--- config.mk ---
export PLATFORM = sky130hd
export DESIGN_NAME = unlock_seq
export DESIGN_NICKNAME = d
export VERILOG_FILES = /design/src/rtl/unlock_seq_pkg.sv /design/src/rtl/unlock_seq_match.sv /design/src/rtl/unlock_seq_window.sv /design/src/rtl/unlock_seq_ctrl.sv /design/src/rtl/unlock_seq.sv
export SDC_FILE = /design/constraint.sdc
export NUM_CORES = 1
export LEC_CHECK = 0
export CORE_ASPECT_RATIO = 0.7
export CORE_MARGIN = 2
export CORE_UTILIZATION = 45
export DETAILED_ROUTE_END_ITERATION = 10
export HOLD_SLACK_MARGIN = 0.08
export PLACE_DENSITY = 0.7
export SLEW_MARGIN = 20
export SYNTH_ARGS = -nofsm -noshare
export SYNTH_HDL_FRONTEND = slang
export SYNTH_SLANG_ARGS = --single-unit
--- constraint.sdc ---
create_clock -name clk -period 2.8 [get_ports clk]
set_input_delay 0.84 -clock clk [delete_from_list [all_inputs] [get_ports clk]]
set_output_delay 0.84 -clock clk [all_outputs]
set_load 0.03 [all_outputs]
--- src/rtl/unlock_seq_pkg.sv ---
package unlock_seq_pkg;

  typedef enum logic [2:0] {
    ST_LOCKED = 3'd0,
    ST_ARM1   = 3'd1,
    ST_ARM2   = 3'd2,
    ST_OPEN   = 3'd3,
    ST_LOAD   = 3'd4
  } useq_state_e;

  localparam int unsigned STEPS = 3;

endpackage

--- src/rtl/unlock_seq_match.sv ---
module unlock_seq_match #(
  parameter int unsigned    ADDR_W  = 15,
  parameter int unsigned    DATA_W  = 8,
  parameter logic [14:0]    KEY_A0  = 15'h5555,
  parameter logic [14:0]    KEY_A1  = 15'h2AAA,
  parameter logic [7:0]     KEY_D0  = 8'hAA,
  parameter logic [7:0]     KEY_D1  = 8'h55,
  parameter logic [7:0]     KEY_D2  = 8'hA0
) (
  input  logic [1:0]        step_i,
  input  logic [ADDR_W-1:0] addr_i,
  input  logic [DATA_W-1:0] data_i,
  output logic              hit_o
);
  import unlock_seq_pkg::*;

  logic [STEPS-1:0] step_hit;

  for (genvar s = 0; s < STEPS; s++) begin : g_step
    localparam logic [ADDR_W-1:0] EXP_A = (s == 1) ? ADDR_W'(KEY_A1) : ADDR_W'(KEY_A0);
    localparam logic [DATA_W-1:0] EXP_D = (s == 0) ? DATA_W'(KEY_D0) :
                                          (s == 1) ? DATA_W'(KEY_D1) : DATA_W'(KEY_D2);
    assign step_hit[s] = (addr_i == EXP_A) && (data_i == EXP_D);
  end

  always_comb begin
    hit_o = 1'b0;
    if (32'(step_i) < STEPS) hit_o = step_hit[step_i];
  end

endmodule

--- src/rtl/unlock_seq_window.sv ---
module unlock_seq_window #(
  parameter int unsigned WIN_CYCLES = 20000
) (
  input  logic clk,
  input  logic rst_n,
  input  logic active_i,
  input  logic kick_i,
  input  logic ext_tick_i,
  output logic expire_o
);
  localparam int unsigned CNT_W = $clog2(WIN_CYCLES + 1);
  localparam logic [CNT_W-1:0] CNT_LIM = CNT_W'(WIN_CYCLES);

  logic [CNT_W-1:0] cnt_q, cnt_d;
  logic             cnt_en;

  assign cnt_en = kick_i || !active_i || (cnt_q != CNT_LIM);

  always_comb begin
    cnt_d = cnt_q;
    if (kick_i || !active_i) cnt_d = '0;
    else if (cnt_q != CNT_LIM) cnt_d = cnt_q + 1'b1;
  end

  always_ff @(posedge clk or negedge rst_n) begin
    if (!rst_n)      cnt_q <= '0;
    else if (cnt_en) cnt_q <= cnt_d;
  end

  assign expire_o = active_i && ((cnt_q == CNT_LIM) || ext_tick_i);

  a_r5_count_bound: assert property (@(posedge clk) disable iff (!rst_n)
    cnt_q <= CNT_LIM);

  a_r5_idle_zero: assert property (@(posedge clk) disable iff (!rst_n)
    !active_i |=> (cnt_q == '0));

endmodule

--- src/rtl/unlock_seq_ctrl.sv ---
module unlock_seq_ctrl #(
  parameter int unsigned ADDR_W   = 15,
  parameter int unsigned PAGE_LSB = 7
) (
  input  logic              clk,
  input  logic              rst_n,
  input  logic              wr_valid_i,
  input  logic [ADDR_W-1:0] wr_addr_i,
  input  logic              step_hit_i,
  input  logic              expire_i,
  output logic [1:0]        step_o,
  output logic              active_o,
  output logic              kick_o,
  output logic              dec_pass_o,
  output logic              dec_cmd_o,
  output logic              dec_block_o,
  output logic              win_kick_o,
  output logic              page_open_o,
  output logic              page_close_o
);
  import unlock_seq_pkg::*;

  localparam int unsigned PG_W = ADDR_W - PAGE_LSB;

  useq_state_e state_q, state_d, eff_state;
  logic [PG_W-1:0] page_q, page_d;
  logic            page_en;
  logic            pass_d, cmd_d, block_d, close_d;
  logic            pass_q, cmd_q, block_q, kick_q, close_q;
  logic [PG_W-1:0] wr_page;

  assign wr_page   = wr_addr_i[ADDR_W-1:PAGE_LSB];
  assign eff_state = expire_i ? ST_LOCKED : state_q;
  assign step_o    = eff_state[1:0];
  assign active_o  = (state_q != ST_LOCKED);

  always_comb begin
    state_d = eff_state;
    page_d  = page_q;
    page_en = 1'b0;
    pass_d  = 1'b0;
    cmd_d   = 1'b0;
    block_d = 1'b0;
    close_d = expire_i && (state_q == ST_LOAD);
    if (wr_valid_i) begin
      unique case (eff_state)
        ST_LOCKED: begin
          if (step_hit_i) begin cmd_d = 1'b1; state_d = ST_ARM1; end
          else            begin block_d = 1'b1; state_d = ST_LOCKED; end
        end
        ST_ARM1: begin
          if (step_hit_i) begin cmd_d = 1'b1; state_d = ST_ARM2; end
          else            begin block_d = 1'b1; state_d = ST_LOCKED; end
        end
        ST_ARM2: begin
          if (step_hit_i) begin cmd_d = 1'b1; state_d = ST_OPEN; end
          else            begin block_d = 1'b1; state_d = ST_LOCKED; end
        end
        ST_OPEN: begin
          pass_d  = 1'b1;
          page_d  = wr_page;
          page_en = 1'b1;
          state_d = ST_LOAD;
        end
        ST_LOAD: begin
          if (wr_page == page_q) pass_d  = 1'b1;
          else                   block_d = 1'b1;
        end
        default: begin
          block_d = 1'b1;
          state_d = ST_LOCKED;
        end
      endcase
    end
  end

  assign kick_o = pass_d || cmd_d;

  always_ff @(posedge clk or negedge rst_n) begin
    if (!rst_n) begin
      state_q <= ST_LOCKED;
      pass_q  <= 1'b0;
      cmd_q   <= 1'b0;
      block_q <= 1'b0;
      kick_q  <= 1'b0;
      close_q <= 1'b0;
    end else begin
      state_q <= state_d;
      pass_q  <= pass_d;
      cmd_q   <= cmd_d;
      block_q <= block_d;
      kick_q  <= kick_o;
      close_q <= close_d;
    end
  end

  always_ff @(posedge clk or negedge rst_n) begin
    if (!rst_n)       page_q <= '0;
    else if (page_en) page_q <= page_d;
  end

  assign dec_pass_o   = pass_q;
  assign dec_cmd_o    = cmd_q;
  assign dec_block_o  = block_q;
  assign win_kick_o   = kick_q;
  assign page_open_o  = (state_q == ST_OPEN) || (state_q == ST_LOAD);
  assign page_close_o = close_q;

  // one verdict per strobe, none otherwise
  a_r9_one_verdict: assert property (@(posedge clk) disable iff (!rst_n)
    wr_valid_i |=> ($countones({dec_pass_o, dec_cmd_o, dec_block_o}) == 1));
  a_r9_no_spurious: assert property (@(posedge clk) disable iff (!rst_n)
    !wr_valid_i |=> !(dec_pass_o || dec_cmd_o || dec_block_o));
  // window opens only on a command verdict
  a_r2_open_on_cmd: assert property (@(posedge clk) disable iff (!rst_n)
    $rose(page_open_o) |-> dec_cmd_o);
  // passed writes only inside an open window
  a_r6_pass_in_window: assert property (@(posedge clk) disable iff (!rst_n)
    dec_pass_o |-> page_open_o);
  // close pulse coincides with window falling
  a_r8_close_drops: assert property (@(posedge clk) disable iff (!rst_n)
    page_close_o |-> (!page_open_o && $past(page_open_o)));
  // lapse without a new write relocks
  a_r5_timeout_locks: assert property (@(posedge clk) disable iff (!rst_n)
    (expire_i && !wr_valid_i) |=> !page_open_o);
  // timer restart never accompanies a block
  a_r10_kick_no_block: assert property (@(posedge clk) disable iff (!rst_n)
    !(win_kick_o && dec_block_o));

endmodule

--- src/rtl/unlock_seq.sv ---
module unlock_seq #(
  parameter int unsigned ADDR_W     = 15,
  parameter int unsigned DATA_W     = 8,
  parameter int unsigned PAGE_LSB   = 7,
  parameter int unsigned WIN_CYCLES = 20000
) (
  input  logic              clk,
  input  logic              rst_n,
  input  logic              wr_valid,
  input  logic [ADDR_W-1:0] wr_addr,
  input  logic [DATA_W-1:0] wr_data,
  input  logic              ext_tick,
  output logic              dec_pass,
  output logic              dec_cmd,
  output logic              dec_block,
  output logic              win_kick,
  output logic              page_open,
  output logic              page_close
);
  logic [1:0] step;
  logic       step_hit;
  logic       active;
  logic       kick;
  logic       expire;

  unlock_seq_match #(
    .ADDR_W (ADDR_W),
    .DATA_W (DATA_W)
  ) u_match (
    .step_i (step),
    .addr_i (wr_addr),
    .data_i (wr_data),
    .hit_o  (step_hit)
  );

  unlock_seq_window #(
    .WIN_CYCLES (WIN_CYCLES)
  ) u_window (
    .clk        (clk),
    .rst_n      (rst_n),
    .active_i   (active),
    .kick_i     (kick),
    .ext_tick_i (ext_tick),
    .expire_o   (expire)
  );

  unlock_seq_ctrl #(
    .ADDR_W   (ADDR_W),
    .PAGE_LSB (PAGE_LSB)
  ) u_ctrl (
    .clk          (clk),
    .rst_n        (rst_n),
    .wr_valid_i   (wr_valid),
    .wr_addr_i    (wr_addr),
    .step_hit_i   (step_hit),
    .expire_i     (expire),
    .step_o       (step),
    .active_o     (active),
    .kick_o       (kick),
    .dec_pass_o   (dec_pass),
    .dec_cmd_o    (dec_cmd),
    .dec_block_o  (dec_block),
    .win_kick_o   (win_kick),
    .page_open_o  (page_open),
    .page_close_o (page_close)
  );

endmodule

==> out/metrics.yaml, run 1 <==
async_reset_ff_frac: 1.00
cpPeakStageDelay_ns: 0.67
num_io_pins: 33
rr_worst_depth: 8
final_nets: 253
synth_warnings: 0
synth_area_sq_um: 1860
clock_path_buffers: 2
grt_pass1_vias: 1447
synth_edf_count: 0
ir_worst_vdd_mv: 0.293
fin_area_sq_um: 2430
postCtsResizedCells: 0
fillCellCount: 330
cp-end-kind: "output pin"
yosys.area.top_type_share: 0.418
antennaDiodeCount: 0
p_seq_frac: 0.477
grt_antenna_before_repair: 0
p_sw_uw: 217
synth_cell_type_count: 42
cp_common_cell: "nand2_1"
layout_commonest_cell: "clkdlybuf4s50_1"
synthFlopType: "dfrtp_1"
clock-sinks: 31
fin_ws_ns: 0.155
cellLeakagePower_uw: 0.000973
dp_slack_ns: -0.0656
grt_max_degree: 32
wire_per_inst_um: 14.5
viasPerCell: 5.35
drt-initial-drc-count: 43
worstSetupPathType: "reg2out"
finalHoldViolCount: 0
coreArea_sq_um: 3950
yosys-top-cells-area: "dfrtp_1 42%, xnor2_1 7.5%, nor2_4 6.1%"
cts.clk_slew.worst_paths_ns: 0.06
syn_to_final_growth_pct: 30.7
detail-route-antenna-nets: 0
cts_inserted_buffers: 5
final_layout_size_suffix_gt1_frac: 0.222
p_total_uw: 971
worst_slew_pin_slew_ns: 0.484
finalSetupTns_ns: 0
portBuffers: 32
min_path_type: "reg2reg"
internal_power_uw: 754
cp.required_ns: 1.96
worstPathArrival_ns: 1.80
syn_area_per_cell_sq_um: 10.7
grt_pass1_wl_mm: 6.85
rows: 19
start_util: 0.471
rsz0062_at_grt: "no"
cp_max_fo: 8
critPathLaunchType: "register"
drc_errors: 0
finalSetupViolCount: 0
die_h_um: 57.7
dp_hpwl_mm: 3.27
min_path_cells: 1
clkPwrFrac: 0.384
max_cap_violations: 0
power.share.switching: 0.223
power_density_nw_per_um2: 400
fp.dieW_um: 80.8
synthCells: 174
final_cell_mix: "32 x clkdlybuf4s50_1, 31 x dfrtp_1, 16 x xnor2_1"
gp_routability_congestion: 0.833
slew_headroom: 0.675
ys_seq_elements: 31
p_comb_frac: 0.139
syn-num-nets: 203
ctsHoldBuffers: 0
outcome: "finished, final reports clean"
htree_levels: 2
overflow: 0
cts_setup_buffers: 0
insertion_delay_ns: 0.28
gr-usage-all-layers: 0.196
fmax_mhz: 378
synth_largest_area_cell: "dfrtp_1"
hold_slack_ns: 0.524
vias: 1481
critical_path.cell_chain: "nor2_1 -> nand2_1 -> nand2_1 -> clkdlybuf4s50_1"
first_pass_iters: 4
finalWirelength_mm: 4.02
slew_violations: 0
dieArea_sq_um: 4660
min_period_over_period: 0.945
tritoncts: "built"
yosysSeqAreaShare: 0.418
fin_skew_ns: 0.00393
post-route-min-period_ns: 2.64
root_buffer: "clkbuf_8"
cpMaxStageDelayCell: "clkdlybuf4s50_1"
placed_area_sq_um: 2330
[registers in the layout (all words and copies together), names as in the netlist]
signal	cells
u_ctrl.win_kick_o	1
u_ctrl.page_close_o	1
u_ctrl.dec_cmd_o	1
u_ctrl.dec_pass_o	1
u_ctrl.state_q	3
u_ctrl.dec_block_o	1
u_window.cnt_q	15
u_ctrl.page_q	8
[through the flow]
stage               utilization  instances
CTS                       0.615        277
floorplan                     -        174
global route              0.615        277
global placement          0.590        269
finish                    0.615        277
detailed placement        0.590        269
[worst max-delay path, delay by kind of cell (launching register included)]
family	cells	cell delay (ns)
AND/OR/NAND/NOR	3	0.38
buffers and inverters	1	0.67
flip-flops	1	0.47
[kinds of logic after synthesis]
logic type	Yosys count	share of synthesized area
AND/OR/NAND/NOR	88	0.314
flip-flops	31	0.418
XOR/XNOR	21	0.0991
AO/OA/AOI/OAI	14	0.0633
multiplexers	10	0.0667
buffers and inverters	8	0.0256
adder cells (fa/ha/maj)	2	0.0135
[worst paths after layout]
kind,start,endpoint,slack (ns)
worst max-delay path,u_ctrl.state_q[1],page_open,0.16
worst min-delay path,u_ctrl.page_q[4],u_ctrl.page_q[4],0.52
worst max register to register,u_window.cnt_q[0],u_window.cnt_q[0],0.52
worst min register to register,u_ctrl.page_q[4],u_ctrl.page_q[4],0.52
max in group asynchronous,rst_n,u_window.cnt_q[0],1.58
min in group asynchronous,rst_n,u_ctrl.dec_cmd_o,0.94
[per-layer routing]
layer | part of all wire | vias up | track usage
li1 | - | 729 | -
met1 | 0.45 | 709 | 0.269
met2 | 0.48 | 35 | 0.308
met3 | 0.050 | 8 | 0.0545
met4 | 0.015 | 0 | 0.0557
met5 | 0 | - | 0
[cell usage after synthesis (2+ instances only)]
cell and number:
dfrtp_1 31, xnor2_1 16, nand2_1 15, nor2_1 13, nor2_4 10, mux2_2 8, nand3_1 8, nand4_1 8
inv_1 6, xor2_1 5, nor3_1 4, nor4bb_1 4, a21oi_1 3, and3_1 3, and4bb_2 3, nor2b_1 3
nor4_1 3, or3_1 3, ha_1 2, nor3b_1 2, o21ai_0 2, o31ai_1 2
[area by class of cell]
type	count	area, sq um	area share
clock buffer	8	100	0.0412
inverter	6	22.5	0.00928
multi-input combinational	135	1030	0.426
sequential	31	776	0.320
tap	52	65.1	0.0268
timing repair buffer	45	430	0.177
[power groups by stage]
stage                     combinational [uW]  clock, uW  sequential (uW)
after CTS                                136        386              463
after global placement                   131          0              470
after floorplan                         53.4          0              473
after detailed placement                 136          0              471
after global routing                     146        415              464
final                                    135        373              463
(Power assumes the default switching activity.)
==> run 2, diff against run 1 <==
CORE_MARGIN = default   (was 2)
PLACE_DENSITY = 0.73   (was 0.7)
clock period = 2.31 ns   (was 2.8 ns; I/O delays follow)
==> out/metrics.yaml, run 2 (same netlist as run 1, synthesis figures left out) <==
num_io_pins: 33  # unchanged
post-route-min-period_ns: 2.27
holdPathEnd: "u_ctrl.page_q[1]"
cpPeakStageDelay_ns: 0.43  # -0.24 ns
clock_path_buffers: 2  # unchanged
cp_max_fo: 7  # -1
min_from: "u_ctrl.page_q[1]"
critical_path.cell_chain: "clkdlybuf4s50_1 -> and4bb_2 -> nand4_4 -> nor3_2 -> mux2i_4 -> o211ai_4 -> buf_12 -> nor2_4"
outcome: "finished, final reports clean"
layout_commonest_cell: "dfrtp_1"
clock-sinks: 31  # unchanged
first_pass_iters: 4  # unchanged
reg2reg_from: "u_window.cnt_q[1]"
reg_top3: "u_window.cnt_q (15), u_ctrl.page_q (8), u_ctrl.state_q (3)"
grt_pass1_vias: 1465  # +1.2%
syn_to_final_growth_pct: 46.5
min_period_over_period: 0.982
ctsHoldBuffers: 0  # unchanged
ir_worst_vdd_mv: 0.317  # +8.5%
cts.clk_slew.worst_paths_ns: 0.07  # about the same
portBuffers: 32  # unchanged
min_path_cells: 1  # unchanged
die_h_um: 55.7  # -3.5%
fin_ws_ns: 0.0405  # -0.115 ns
start_util: 0.471  # unchanged
cts_inserted_buffers: 5  # unchanged
path_buf_inv: 2  # +1
hold_slack_ns: 0.533  # +0.00957 ns
cp-end-kind: "register"
vias: 1528  # +3.2%
gp_routability_congestion: 0.816  # -2.1%
detail-route-antenna-nets: 0  # unchanged
numPlacedInstances: 280  # +4.1%
htree_levels: 2  # unchanged
cp.depth: 8  # +4
cellLeakagePower_uw: 0.00122  # +25%
worstSetupPathType: "in2reg"
finalSetupTns_ns: 0  # unchanged
dp_hpwl_mm: 3.16  # -3.4%
tritoncts: "built"
regMostFlops: "u_window.cnt_q"
rr_endpoint: "u_window.cnt_q[3]"
reg2reg_slack_ns: 0.14  # -0.38 ns
grt_antenna_before_repair: 0  # unchanged
drt-initial-drc-count: 71  # +65%
finalSetupViolCount: 0  # unchanged
overflow: 0  # unchanged
cp.required_ns: 2.49  # +0.53 ns
fin_skew_ns: 0.00454  # +0.000610 ns
rr_worst_depth: 10  # +2
cp_top_family: "simple AND/OR/NAND/NOR gates"
fp.dieW_um: 78.8  # -2.5%
rows: 19  # unchanged
dieArea_sq_um: 4390  # -5.9%
grt_max_degree: 32  # unchanged
min_path_type: "reg2reg"
drc_errors: 0  # unchanged
coreArea_sq_um: 3950  # unchanged
critPathLaunchType: "input pin"
final_cell_mix: "31 x dfrtp_1, 27 x buf_4, 15 x xnor2_1, 15 x clkdlybuf4s50_1, 14 x nand2_1"
root_buffer: "clkbuf_8"
fmax_mhz: 441
final_nets: 268  # +5.9%
final_layout_size_suffix_gt1_frac: 0.338  # +0.115
largest_reg_flops: 15  # unchanged
grt_pass1_wl_mm: 6.92  # +1.0%
worst_slew_pin_slew_ns: 0.392  # -0.0921 ns
power_density_nw_per_um2: 483  # +21%
fin_util: 0.689  # +0.0742
cpMaxStageDelayCell: "clkdlybuf4s50_1"
gr-usage-all-layers: 0.213  # +0.0171
antennaDiodeCount: 0  # unchanged
finalHoldViolCount: 0  # unchanged
viasPerCell: 5.23  # -2.1%
insertion_delay_ns: 0.29  # about the same
wire_per_inst_um: 14.9  # +2.9%
dp_slack_ns: -0.449  # -0.384 ns
finalWirelength_mm: 4.36  # +8.5%
max_cap_violations: 0  # unchanged
worstPathArrival_ns: 2.45  # +0.65 ns
fillCellCount: 285  # -14%
slew_headroom: 0.739  # +0.0642
slew_violations: 0  # unchanged
fin_cells: 292  # +5.4%
## run 2: layer usage
metal	vias to the layer above	part of all wire	wire [um]	track usage
met5	-	0	0	0
met1	731	0.49	2120	0.312
met3	8	0.048	209	0.0557
met4	0	0.011	46	0.0794
li1	756	-	-	-
met2	33	0.46	1990	0.301
## run 2: area by class of cell
class                           count  area [sq um]  area share
Multi-Input combinational cell    135          1170       0.431
Clock buffer                        6          82.6      0.0304
Tap cell                           52          65.1      0.0239
Timing Repair Buffer               60           567       0.208
Clock inverter                      2          35.0      0.0129
Sequential cell                    31           776       0.285
Inverter                            6          22.5     0.00828
## run 2: per-stage QoR
| step | area [sq um] | power (uW) |
|---|---|---|
| final | 2720 | 1310 |
| after CTS | 2610 | 1320 |
| after global routing | 2720 | 1370 |
| after floorplan | 1860 | 638 |
| after global placement | 2420 | 745 |
| after detailed placement | 2420 | 748 |
## run 2: how the worst max path moves through the flow
stage,slack (ns),from,end
after floorplan,0.14,wr_data[2],u_window.cnt_q[0]
after global placement,-0.36,wr_addr[8],u_window.cnt_q[5]
after detailed placement,-0.45,wr_addr[8],u_window.cnt_q[4]
after CTS,0.002,wr_addr[12],u_window.cnt_q[3]
after global routing,-0.02,wr_addr[0],u_window.cnt_q[9]
final,0.04,wr_addr[1],u_window.cnt_q[3]
## run 2: what timing repair did
item                                    in CTS  in global routing
hold endpoints to repair                     0                  0
endpoints found under the setup margin      15                 20
pin swaps                                    8                 13
setup buffers                                2                  2
gates resized for setup                     19                 20
cloned                                       0                  0
## run 2: power by group
part | switching, uW | leakage (uW) | internal [uW]
Combinational | 87.6 | 0.000730 | 105
Clock | 212 | 0.0000612 | 349
Sequential | 7.27 | 0.000425 | 553
Total | 306 | 0.00122 | 1010
